### src/rtl/spi_irq_pkg.sv
package spi_irq_pkg;

  localparam int STAT_W = 7;

  // Register addresses
  localparam logic [2:0] A_STATUS  = 3'd0;
  localparam logic [2:0] A_ENABLE  = 3'd1;
  localparam logic [2:0] A_DISABLE = 3'd2;
  localparam logic [2:0] A_MASK    = 3'd3;
  localparam logic [2:0] A_TX_THR  = 3'd4;
  localparam logic [2:0] A_RX_THR  = 3'd5;

  // Status bit positions
  localparam int B_RX_OVF   = 0;
  localparam int B_MODEFAIL = 1;
  localparam int B_TX_LOW   = 2;
  localparam int B_TX_FULL  = 3;
  localparam int B_RX_AVAIL = 4;
  localparam int B_RX_FULL  = 5;
  localparam int B_TX_UNF   = 6;

  // Bits that latch on an event and clear on write-one
  localparam logic [STAT_W-1:0] STICKY_BITS =
    STAT_W'((1 << B_TX_UNF) | (1 << B_MODEFAIL) | (1 << B_RX_OVF));

endpackage

### src/rtl/spi_irq_cfg_reg.sv
module spi_irq_cfg_reg #(
  parameter int          W         = 6,
  parameter int          DATA_W    = 8,
  parameter logic [W-1:0] RESET_VAL = '0
) (
  input  logic              clk,
  input  logic              rst,
  input  logic              we,
  input  logic [DATA_W-1:0] wdata,
  output logic [W-1:0]      q
);

  always_ff @(posedge clk) begin
    if (rst)     q <= RESET_VAL;
    else if (we) q <= wdata[W-1:0];
  end

endmodule

### src/rtl/spi_irq_status.sv
module spi_irq_status
  import spi_irq_pkg::*;
#(
  parameter int DEPTH = 32,
  parameter int CNT_W = 6
) (
  input  logic              clk,
  input  logic              rst,
  input  logic              clr_we,
  input  logic [STAT_W-1:0] clr_bits,
  input  logic [STAT_W-1:0] evt_bits,
  input  logic [CNT_W-1:0]  tx_count,
  input  logic [CNT_W-1:0]  rx_count,
  input  logic [CNT_W-1:0]  tx_thr,
  input  logic [CNT_W-1:0]  rx_thr,
  output logic [STAT_W-1:0] status_q
);

  localparam logic [CNT_W-1:0] FULL_CNT = CNT_W'(DEPTH);

  logic [STAT_W-1:0] level_now;
  logic [STAT_W-1:0] clr_eff;

  always_comb begin
    level_now             = '0;
    level_now[B_RX_FULL]  = (rx_count == FULL_CNT);
    level_now[B_RX_AVAIL] = (rx_count >= rx_thr);
    level_now[B_TX_FULL]  = (tx_count == FULL_CNT);
    level_now[B_TX_LOW]   = (tx_count <  tx_thr);
    clr_eff               = clr_we ? clr_bits : '0;
  end

  for (genvar b = 0; b < STAT_W; b++) begin : g_bit
    if (STICKY_BITS[b]) begin : g_sticky
      // event has priority over a concurrent clear
      always_ff @(posedge clk) begin
        if (rst)              status_q[b] <= 1'b0;
        else if (evt_bits[b]) status_q[b] <= 1'b1;
        else if (clr_eff[b])  status_q[b] <= 1'b0;
      end
    end else begin : g_level
      always_ff @(posedge clk) begin
        if (rst) status_q[b] <= 1'b0;
        else     status_q[b] <= level_now[b];
      end
    end
  end

endmodule

### src/rtl/spi_irq_mask.sv
module spi_irq_mask
  import spi_irq_pkg::*;
(
  input  logic              clk,
  input  logic              rst,
  input  logic              set_we,
  input  logic              clr_we,
  input  logic [STAT_W-1:0] bits,
  output logic [STAT_W-1:0] mask_q
);

  always_ff @(posedge clk) begin
    if (rst)         mask_q <= '0;
    else if (set_we) mask_q <= mask_q | bits;
    else if (clr_we) mask_q <= mask_q & ~bits;
  end

endmodule

### src/rtl/spi_irq_unit.sv
module spi_irq_unit
  import spi_irq_pkg::*;
#(
  parameter int DEPTH  = 32,
  parameter int DATA_W = 8,
  parameter int ADDR_W = 3,
  localparam int CNT_W = $clog2(DEPTH + 1)
) (
  input  logic              clk,
  input  logic              rst,
  input  logic              reg_wr,
  input  logic              reg_rd,
  input  logic [ADDR_W-1:0] reg_addr,
  input  logic [DATA_W-1:0] reg_wdata,
  output logic [DATA_W-1:0] reg_rdata,
  input  logic [CNT_W-1:0]  tx_count,
  input  logic [CNT_W-1:0]  rx_count,
  input  logic              tx_underflow_evt,
  input  logic              mode_fail_evt,
  input  logic              rx_overflow_evt,
  output logic              irq
);

  localparam int N_THR = 2;

  logic [STAT_W-1:0] status_q;
  logic [STAT_W-1:0] mask_q;
  logic [STAT_W-1:0] evt_bits;
  logic [STAT_W-1:0] wbits;
  logic [CNT_W-1:0]  thr_q [N_THR];
  logic [CNT_W-1:0]  tx_thr_q;
  logic [CNT_W-1:0]  rx_thr_q;
  logic              wr_status, wr_enable, wr_disable;

  always_comb begin
    wbits                = reg_wdata[STAT_W-1:0];
    wr_status            = reg_wr && (reg_addr == ADDR_W'(A_STATUS));
    wr_enable            = reg_wr && (reg_addr == ADDR_W'(A_ENABLE));
    wr_disable           = reg_wr && (reg_addr == ADDR_W'(A_DISABLE));
    evt_bits             = '0;
    evt_bits[B_TX_UNF]   = tx_underflow_evt;
    evt_bits[B_MODEFAIL] = mode_fail_evt;
    evt_bits[B_RX_OVF]   = rx_overflow_evt;
  end

  // Threshold registers: index 0 = TX, index 1 = RX
  for (genvar g = 0; g < N_THR; g++) begin : g_thr
    localparam logic [ADDR_W-1:0] MY_ADDR = ADDR_W'(A_TX_THR) + ADDR_W'(g);
    spi_irq_cfg_reg #(
      .W        (CNT_W),
      .DATA_W   (DATA_W),
      .RESET_VAL(CNT_W'(1))
    ) u_thr (
      .clk  (clk),
      .rst  (rst),
      .we   (reg_wr && (reg_addr == MY_ADDR)),
      .wdata(reg_wdata),
      .q    (thr_q[g])
    );
  end

  assign tx_thr_q = thr_q[0];
  assign rx_thr_q = thr_q[1];

  spi_irq_status #(.DEPTH(DEPTH), .CNT_W(CNT_W)) u_status (
    .clk     (clk),
    .rst     (rst),
    .clr_we  (wr_status),
    .clr_bits(wbits),
    .evt_bits(evt_bits),
    .tx_count(tx_count),
    .rx_count(rx_count),
    .tx_thr  (tx_thr_q),
    .rx_thr  (rx_thr_q),
    .status_q(status_q)
  );

  spi_irq_mask u_mask (
    .clk   (clk),
    .rst   (rst),
    .set_we(wr_enable),
    .clr_we(wr_disable),
    .bits  (wbits),
    .mask_q(mask_q)
  );

  always_ff @(posedge clk) begin
    if (rst) irq <= 1'b0;
    else     irq <= |(mask_q & status_q);
  end

  always_ff @(posedge clk) begin
    if (rst) begin
      reg_rdata <= '0;
    end else if (reg_rd) begin
      unique case (reg_addr)
        ADDR_W'(A_STATUS): reg_rdata <= DATA_W'(status_q);
        ADDR_W'(A_MASK):   reg_rdata <= DATA_W'(mask_q);
        ADDR_W'(A_TX_THR): reg_rdata <= DATA_W'(tx_thr_q);
        ADDR_W'(A_RX_THR): reg_rdata <= DATA_W'(rx_thr_q);
        default:           reg_rdata <= '0;
      endcase
    end
  end

endmodule

### config.mk
export PLATFORM = sky130hd
export DESIGN_NAME = spi_irq_unit
export DESIGN_NICKNAME = d
export VERILOG_FILES = /design/src/rtl/spi_irq_pkg.sv /design/src/rtl/spi_irq_cfg_reg.sv /design/src/rtl/spi_irq_status.sv /design/src/rtl/spi_irq_mask.sv /design/src/rtl/spi_irq_unit.sv
export SDC_FILE = /design/constraint.sdc
export NUM_CORES = 1
export LEC_CHECK = 0
export CORE_MARGIN = 1
export CORE_UTILIZATION = 50
export DETAILED_ROUTE_END_ITERATION = 8
export PLACE_DENSITY = 0.79
export SKIP_LAST_GASP = 1
export SYNTH_ARGS = -nofsm -noshare
export SYNTH_HDL_FRONTEND = slang
export SYNTH_HIERARCHICAL = 1
export SYNTH_SLANG_ARGS = --single-unit
### constraint.sdc
create_clock -name clk -period 2.1 [get_ports clk]
set_input_delay 0.42 -clock clk [delete_from_list [all_inputs] [get_ports clk]]
set_output_delay 0.42 -clock clk [all_outputs]
set_load 0.1 [all_outputs]
==> results of run 1 <==
==> power by group through the flow <==
stage / combinational [W] / clock (W) / sequential, W
floorplan: 0.0000958 / 0 / 0.000700
global placement: 0.000207 / 0 / 0.000689
detailed placement: 0.000218 / 0 / 0.000690
CTS: 0.000219 / 0.000466 / 0.000675
global route: 0.000237 / 0.000497 / 0.000678
finish: 0.000220 / 0.000454 / 0.000676
==> cells by family (layout without fill, tap and decap cells) <==
family | Yosys count | after routing
AND/OR/NAND/NOR | 55 | 55
flip-flops | 34 | 34
XOR/XNOR | 1 | 1
buffers and inverters | 17 | 64
other | 1 | 1
multiplexers | 16 | 16
adder cells (fa/ha/maj) | 11 | 11
AO/OA/AOI/OAI | 47 | 47
==> layout by cell type, fill, tap and decap left out, drive strengths merged <==
cell | Yosys | layout
a21bo | 7 | 7
nor4 | 2 | 2
conb | 1 | 1
nor3 | 3 | 3
inv | 11 | 11
clkbuf | 0 | 8
a211oi | 2 | 2
a211o | 3 | 3
and2b | 1 | 1
and3b | 1 | 1
nor3b | 3 | 3
a31oi | 1 | 1
nand2 | 18 | 18
mux2i | 10 | 10
nor2b | 4 | 4
xnor2 | 1 | 1
o31ai | 6 | 6
dfxtp | 34 | 34
a41oi | 1 | 1
a21oi | 13 | 13
a222oi | 7 | 7
clkdlybuf4s50 | 0 | 28
and3 | 2 | 2
buf | 6 | 17
a21o | 2 | 2
ha | 11 | 11
or4b | 2 | 2
or3b | 1 | 1
mux2 | 6 | 6
o2111ai | 1 | 1
nor2 | 14 | 14
nand2b | 4 | 4
o21ai | 2 | 2
a22oi | 2 | 2
==> cell type report <==
cell class                      count  area share
Timing Repair Buffer               45      0.1911
Multi-Input combinational cell    131      0.4301
Sequential cell                    34      0.3004
Clock buffer                        8     0.03479
Tap cell                           46     0.02540
Inverter                           11     0.01822
==> worst max-delay path by stage <==
stage / startpoint / end / slack, ns / cells after the start
6_report: reg_addr[0] / register / 0.40 / 7
5_1_grt: reg_addr[2] / reg_rdata[1]$_SDFFE_PP0P_ / 0.31 / 4
3_3_place_gp: rx_count[0] / u_status/status_q[4]$_SDFF_PP0_ / 0.09 / 6
3_5_place_dp: rx_count[0] / u_status/status_q[4]$_SDFF_PP0_ / 0.05 / 6
2_1_floorplan: reg_addr[0] / register / 0.47 / 5
4_1_cts: rx_count[0] / u_status/status_q[4]$_SDFF_PP0_ / 0.42 / 6
==> per-stage QoR <==
step | utilization | cells
floorplan | - | 182
global placement | 0.6554 | 267
detailed placement | 0.6554 | 267
CTS | 0.6790 | 275
global route | 0.6790 | 275
finish | 0.6790 | 275
==> layer usage <==
metal	up-vias	GRT usage	wire length (µm)
met1	733	0.2929	1717
met3	10	0.07143	338
met4	0	0.1461	73
met2	75	0.4348	2192
met5	-	0	0
li1	758	-	-
==> critical path, stage by stage <==
cell and delay [ns]:
clkdlybuf4s50_1 0.45, buf_12 0.17, nand2b_1 0.18, nor3b_1 0.34, buf_4 0.21, a21bo_2 0.12, a21oi_1 0.06
==> run summary, run 1 <==
top cell type's share of synthesized area = 0.3894
CTS tree = yes
Avg Vias per Cell = 5.731
GRT Util Overall = 0.2578
Sw Share = 0.2601
hold_ws = 0.4626 ns
power share of the clock group = 0.336
antenna cells = 0
Die H = 61.13 µm
Max Fclk = 589.5 MHz
routed vias = 1576
antenna violations before repair = 0
Cell Area, Synth = 1748 µm²
Worst Path Arrival = 1.95 ns
synthesized area per cell = 9.604 µm²
hold_buf cts = 0
first-pass GRT wire length = 6872 µm
CTS clk-pin slew, worst paths = 0.10 ns
sequential standard cell area = 680.7 µm²
CP max FO = 14
Wirelength per Cell = 15.71 µm
Period Utilization, post-route = 0.8078
sequential cell fraction of total power = 0.501
Slew Viols, Final = 0
max_cap viols = 0
initial DRC count = 116
top_reg_cell synth = dfxtp_1
WHS Endpoint = reg_rdata[3]$_SDFFE_PP0P_
post-CTS sizing = 0
Filler cells = 280
Syn Nets = 223
hold path depth = 2
total iterations of the first detailed-routing run = 5
setup TNS = 0 ns
sequential-to-total area share from yosys stat = 0.3894
setup violators final = 0
Die ar. = 3736 µm²
Post-Place Worst Slack = 0.05409 ns
post-synthesis adder-cell area fraction = 0.07874
Die X-Extent = 61.13 µm
P_sw = 0.0003513 W
crit path capture type = register
asr flop ratio synth = 0
Final nets = 269
worst setup margin = 0.4035 ns
register bit total from synthesis = 34
crit path launch type = input pin
combinational share of power = 0.163
row count = 21
synth top area cells = dfxtp_1 (39%), ha_1 (7.9%), mux2i_1 (5.7%)
status = finished clean
Pwr Total = 0.001350 W
GPL Wtd Cong = 0.7776
clock tree buffer depth = 2
HP Class = reg2reg
min cycle time layout = 1.696 ns
clk_skew = 0.005821 ns
largest net degree at the start of global routing = 23
RSZ-0062 raised after global routing = no
cell area power density = 595.9 nW/µm²
gr ovfl total = 0
Sink Count = 34
CTS H-tree depth = 2
crit path kind = in2reg
warnings from Yosys = 6
r2r setup slk = 0.59 ns
maximum VDD drop = 0.3092 mV
largest family of logic cells by synthesized area = compound AO/OA/AOI/OAI gates
IO Pins = 39
mux share of post-synthesis cell area = 0.09592
Critical Path RT = 2.35 ns
Post-Synth Simple-Gate Area = 0.1718
area of the multi-input gates = 974.7 µm²
Pleak = 0.8545 nW
clock root cell = clkbuf_4
top-count cell post-synth = dfxtp_1
commonest cells in the netlist = dfxtp_1 (34), nand2_1 (18), nor2_1 (14)
# port buffers = 36
Initial Util = 0.5238
Non-Filler Cell Area, Final = 2266 µm²
leading area contributor after synthesis = dfxtp_1
DPL Wire Length = 3260 µm
cells on worst reg2reg path = 5
Netlist cell types = 39
Syn Inst Count = 182
CTS Buf Count = 5
DRT Wirelength = 4321 µm
Worst R2R Start = g_thr[0].u_thr/q[4]$_SDFFE_PP0P_
Worst R2R End = u_status/status_q[2]$_SDFF_PP0_
setup bufs post-CTS = 0
Synth Area in Compound Gates = 0.2040
core area = 3337 µm²
Clock Latency Late Sink = 0.35 ns
layout cells sized above 1 = 0.1703
post-route ant nets = 0
# DRC = 0
number of synthesized flops with an enable pin = 0
Final Hold Fails = 0
Internal Power = 0.0009991 W
Hold Path Origin = reg_rdata[3]$_SDFFE_PP0P_
XOR/XNOR share of the synthesized area = 0.005011
Layout Area Growth over Synthesis = 29.63%
vias in the first global route = 1504
Area after DPL = 2187 µm²
Power figures use the tool's default switching activity.
==> run 2, diff against run 1 <==
Settings changed: CORE_UTILIZATION 50 to 45, PLACE_DENSITY 0.79 to 0.75.
Clock period 2.1 ns to 1.35 ns, I/O delays scaled along.
==> run 2 against run 1 <==
- sequential share of layout area decreased by 4.1 points
- worst hold slack got worse by 0.15 ns
- combinational power up 93%
- core utilization increased by 3.9 points
==> run summary, run 2 (synthesis results as in run 1) <==
status = finished clean
CTS H-tree depth = 2 (unchanged)
max_cap viols = 0 (unchanged)
GPL Wtd Cong = 0.8810 (+13%)
RSZ-0062 raised after global routing = yes
Max Fclk = 754.7 MHz
clock root cell = clkbuf_8
HP Class = in2reg
layout cells sized above 1 = 0.3320 (+0.1617)
P_sw = 0.0005940 W (+69%)
crit path kind = in2reg
sequential standard cell area = 688.2 µm² (+1.1%)
power share of the clock group = 0.373 (+0.037)
Post-Place Cells = 288 (+7.9%)
Die ar. = 4138 µm² (+11%)
Crit-path slowest cell = clkdlybuf4s50_1
post-route ant nets = 0 (unchanged)
largest net degree at the start of global routing = 14 (-39%)
Sink Count = 34 (unchanged)
cell mode on critical path = a211oi_2
Period Utilization, post-route = 0.9815
Wirelength per Cell = 16.60 µm (+5.6%)
Pleak = 1.042 nW (+22%)
core area = 3689 µm² (+11%)
Die X-Extent = 64.33 µm (+5.2%)
Internal Power = 0.001766 W (+77%)
# DRC = 0 (unchanged)
highest-count cells in the layout ignoring fill and taps = buf_4 (32), dfxtp_1 (28), clkdlybuf4s50_1 (20), nand2_1 (18), nor2_1 (14)
area of the multi-input gates = 1055 µm² (+8.2%)
Pwr Total = 0.002360 W (+75%)
maximum VDD drop = 0.5457 mV (+76%)
Slew Viols, Final = 0 (unchanged)
DRT Wirelength = 4996 µm (+16%)
Final Instance Count excl. Fillers = 301 (+9.5%)
max incr delay on CP = 0.43 ns (-0.02 ns)
Final Hold Fails = 0 (unchanged)
initial DRC count = 172 (+48%)
crit path capture type = register
Critical Path RT = 1.52 ns (-0.83 ns)
setup TNS = 0 ns (unchanged)
crit-path cells = clkdlybuf4s50_1, ha_1, a21o_1, a211oi_2, a211oi_2
Final nets = 293 (+8.9%)
Initial Util = 0.4739 (-0.04993)
Avg Vias per Cell = 5.648 (-1.4%)
# port buffers = 36 (unchanged)
setup violators final = 0 (unchanged)
Sw Share = 0.2517 (-0.008437)
CP max FO = 2 (-12)
Non-Filler Cell Area, Final = 2650 µm² (+17%)
antenna violations before repair = 0 (unchanged)
antenna cells = 0 (unchanged)
combinational share of power = 0.179 (+0.016)
Area after DPL = 2427 µm² (+11%)
routed vias = 1700 (+7.9%)
hold_ws = 0.3131 ns (-0.1495 ns)
CTS tree = yes
most common cell after layout, fill and taps aside = buf_4
Die H = 64.33 µm (+5.2%)
min cycle time layout = 1.325 ns
DPL Wire Length = 3696 µm (+13%)
clk_skew = 0.005471 ns (-0.0003503 ns)
vias in the first global route = 1610 (+7.0%)
Layout Area Growth over Synthesis = 51.61%
crit path launch type = input pin
total iterations of the first detailed-routing run = 5 (unchanged)
sequential cell fraction of total power = 0.448 (-0.053)
CTS clk-pin slew, worst paths = 0.07 ns (-0.03 ns)
Clock Latency Late Sink = 0.29 ns (-0.06 ns)
cell area power density = 890.5 nW/µm² (+49%)
gr ovfl total = 0 (unchanged)
GRT Util Overall = 0.2601 (+0.002244)
CTS Buf Count = 5 (unchanged)
row count = 22 (+4.8%)
IO Pins = 39 (unchanged)
clock tree buffer depth = 2 (unchanged)
Worst Path Arrival = 1.49 ns (-0.46 ns)
first-pass GRT wire length = 8024 µm (+17%)
Filler cells = 277 (-1.1%)
## run 2: final cells by class
class,count,share of cell area
Inverter,11,0.01558
Clock buffer,8,0.04155
Multi-Input combinational cell,131,0.3980
Timing Repair Buffer,69,0.2625
Sequential cell,34,0.2597
Tap cell,48,0.02266
## run 2: through the flow
step	util	setup slack [ns]
3_3_place_gp	0.6581	-0.6181
2_1_floorplan	-	-0.007036
3_5_place_dp	0.6581	-0.6378
6_report	0.7185	0.02503
4_1_cts	0.7086	0.001647
5_1_grt	0.7185	-0.01567
## run 2: final timing paths
check                           cells after the start                               to                        startpoint  slack, ns
worst max-delay path                                5  u_status/status_q[4]$_SDFF_PP0_                       rx_count[5]       0.03
worst min-delay path                                3  u_status/status_q[5]$_SDFF_PP0_                       rx_count[1]       0.31
worst max register to register                      5  u_status/status_q[4]$_SDFF_PP0_  g_thr[1].u_thr/q[5]$_SDFFE_PP0P_       0.03
worst min register to register                      2        reg_rdata[2]$_SDFFE_PP0P_         reg_rdata[2]$_SDFFE_PP0P_       0.51
## run 2: per-layer routing
metal / wire, µm / part of all wire / GRT usage / vias up
met4: 52 / 0.010 / 0.1167 / 0
met3: 350 / 0.070 / 0.05893 / 9
met5: 0 / 0 / 0 / -
met2: 2503 / 0.50 / 0.4237 / 87
li1: - / - / - / 806
met1: 2090 / 0.42 / 0.3245 / 798
## run 2: power groups by stage
stage | registers [W] | logic, W | clock network, W
floorplan | 0.00109 | 0.000150 | 0
global placement | 0.00108 | 0.000375 | 0
detailed placement | 0.00108 | 0.000384 | 0
CTS | 0.00106 | 0.000406 | 0.000889
global route | 0.00106 | 0.000455 | 0.000939
finish | 0.00106 | 0.000424 | 0.000880
## run 2: critical path: cells and delay by family
family                     cells  cell delay (ns)
AOI/OAI and AO/OA              3             0.50
buffers and inverters          1             0.43
adders and majority gates      1             0.30
## run 2: repair_timing
action,in CTS,in global routing
setup buffers,4,1
hold buffers,0,0
resized for setup,20,10
pin swaps,9,5
setup endpoints to repair,30,6
==> run 3, diff against run 2 <==
Settings changed: ABC_AREA set to 1, CORE_UTILIZATION 45 to 46, PLACE_DENSITY 0.75 to not set, PLACE_DENSITY_LB_ADDON set to 0.08.
==> run 3 against run 2 <==
- non-clock buffer count down 4
- first-iteration DRC count down 31%
- routed wire length down 0.58%
- via count up 16%
- sequential power about the same
- core utilization down 4.6 points
==> run summary, run 3 <==
status = finished clean
critical path's top delay family = flip-flops
Worst R2R Start = g_thr[0].u_thr/q[4]$_SDFFE_PP0P_
Period Utilization, post-route = 0.9275 (-0.05392)
synthesized area per cell = 6.708 µm² (-30%)
crit-path cells = inv_1, ha_1, nand2_1, inv_1, nand3_1, nor2_2, nor2_1
Die H = 66.47 µm (+3.3%)
CP Depth = 7 (+2)
Metal-1 WL = 2249 µm (+7.6%)
max_cap viols = 0 (unchanged)
max incr delay on CP = 0.39 ns (-0.04 ns)
layout cells sized above 1 = 0.1623 (-0.1697)
CTS H-tree depth = 2 (unchanged)
CP max FO = 3 (+1)
Initial Util = 0.4779 (+0.004068)
Clock Latency Late Sink = 0.29 ns (about the same)
vias in the first global route = 1765 (+9.6%)
Sink Count = 34 (unchanged)
cell mode on critical path = inv_1
Pwr Total = 0.002253 W (-4.5%)
cells on worst reg2reg path = 7 (+2)
sequential-to-total area share from yosys stat = 0.3560 (-0.03338)
Syn Nets = 326 (+46%)
Slew Viols, Final = 0 (unchanged)
leading area contributor after synthesis = dfxtp_1
clock root cell = clkbuf_8
most common cell after layout, fill and taps aside = nand2_1
post-route ant nets = 0 (unchanged)
clock tree buffer depth = 2 (unchanged)
routed vias = 1978 (+16%)
clk_skew = 0.003921 ns (-0.001550 ns)
crit path launch type = register
crit path capture type = register
HP Class = reg2reg
CTS tree = yes
row count = 23 (+4.5%)
Max Fclk = 798.6 MHz (+5.8%)
largest net degree at the start of global routing = 14 (unchanged)
setup violators final = 0 (unchanged)
Pleak = 1.197 nW (+15%)
RSZ-0062 raised after global routing = no
Die ar. = 4418 µm² (+6.8%)
GPL Wtd Cong = 0.9240 (+4.9%)
total iterations of the first detailed-routing run = 4 (-1)
hold path depth = 2 (-1)
met3 wire length = 215 µm (-39%)
Layout Area Growth over Synthesis = 40.71%
DPL Wire Length = 3738 µm (+1.1%)
crit path kind = reg2reg
number of synthesized flops with an enable pin = 0 (unchanged)
Final Hold Fails = 0 (unchanged)
first-pass GRT wire length = 7935 µm (-1.1%)
Non-Filler Cell Area, Final = 2690 µm² (+1.5%)
Met2 Routed Length = 2446 µm (-2.3%)
Area after DPL = 2526 µm² (+4.1%)
synth top area cells = dfxtp_1 (36%), nand2_1 (18%), inv_1 (7.3%)
warnings from Yosys = 6 (unchanged)
top-count cell post-synth = nand2_1
Worst Path Arrival = 1.44 ns (-0.05 ns)
Wirelength per Cell = 12.57 µm (-24%)
gr ovfl total = 0 (unchanged)
GRT Util Overall = 0.2426 (-0.01744)
asr flop ratio synth = 0 (unchanged)
antenna cells = 0 (unchanged)
Final nets = 387 (+32%)
Critical Path RT = 1.53 ns (about the same)
top_reg_cell synth = dfxtp_1
buffers plus inverters on the worst setup path = 2 (+1)
# port buffers = 36 (unchanged)
Avg Vias per Cell = 5.008 (-11%)
# DRC = 0 (unchanged)
CTS clk-pin slew, worst paths = 0.06 ns (about the same)
initial DRC count = 118 (-31%)
antenna violations before repair = 0 (unchanged)
CP startpoint = g_thr[0].u_thr/q[4]$_SDFFE_PP0P_
register bit total from synthesis = 34 (unchanged)
top cell type's share of synthesized area = 0.3560 (-0.03338)
maximum VDD drop = 0.6839 mV (+25%)
Crit-path slowest cell = dfxtp_1
top sig layer = met4
Die X-Extent = 66.47 µm (+3.3%)
min cycle time layout = 1.252 ns (-0.07279 ns)
Syn Inst Count = 285 (+57%)
CTS Buf Count = 5 (unchanged)
IO Pins = 39 (unchanged)
DRT Wirelength = 4967 µm (-0.58%)
cell area power density = 837.5 nW/µm² (-6.0%)
Cell Area, Synth = 1912 µm² (+9.4%)
core area = 4000 µm² (+8.4%)
Netlist cell types = 17 (-56%)
commonest cells in the netlist = nand2_1 (90), inv_1 (37), dfxtp_1 (34)
Layout Utilization = 0.6725 (-0.04595)
highest-count cells in the layout ignoring fill and taps = nand2_1 (90), inv_1 (36), dfxtp_1 (34), nor2_1 (29), buf_4 (26)
==> run 3: layout make-up <==
type	instances	area [µm²]
fill	337	1310
multi-input combinational	202	1060
sequential	34	680.7
timing repair buffer	65	658.1
inverter	38	146.4
clock buffer	6	82.58
tap	50	62.56
==> run 3: metal layers <==
layer	vias to the layer above	GRT usage
li1	1034	-
met1	879	0.3142
met2	56	0.3916
met3	9	0.04795
met4	0	0.09840
met5	-	0
==> run 3: cell families after synthesis <==
group	count (synthesis)	synth area share
AO/OA/AOI/OAI	27	0.07068
buffers and inverters	49	0.1276
adder cells (fa/ha/maj)	11	0.07199
other	1	0.001961
flip-flops	34	0.3560
AND/OR/NAND/NOR	163	0.3717
==> run 3: final timing paths <==
kind | to | slack, ns
max | u_status/status_q[2]$_SDFF_PP0_ | 0.1
min | register | 0.48
max reg2reg | u_status/status_q[2]$_SDFF_PP0_ | 0.1
min reg2reg | register | 0.48
==> run 3: power by group <==
group,leakage [nW],total (W),internal [W],switching [W]
combinational,0.877,0.000449,0.000204,0.000245
sequential,0.277,0.00107,0.00104,0.0000319
clock,0.0431,0.000735,0.000393,0.000342
total,1.20,0.00225,0.00163,0.000619
==> run 3: worst register-to-register path: cells and delay by family, from the launching register on <==
family        cells  cell delay (ns)
flops             1             0.39
simple gates      4             0.32
fa+ha+maj         1             0.28
buf+inv           2             0.16
==> run 3: what timing repair did <==
item / 4_1_cts / 5_1_grt
hold endpoints to repair: 0 / 0
gates resized for setup: 11 / 6
setup buffers: 0 / 3
gates cloned: 1 / 0
endpoints found under the setup margin: 22 / 23
hold buffers: 0 / 0
pin swaps: 1 / 2
==> run 3: per-stage QoR <==
step | cells | setup TNS, ns | hold WS (ns) | worst slack (ns)
2_1_floorplan | 285 | 0 | 0.3391 | 0.01898
3_3_place_gp | 385 | -10.07 | 0.4628 | -0.3929
3_5_place_dp | 385 | -10.33 | 0.4734 | -0.4505
4_1_cts | 392 | 0 | 0.4832 | 0.009888
5_1_grt | 395 | 0 | 0.5115 | 0.02320
6_report | 395 | 0 | 0.4815 | 0.09782
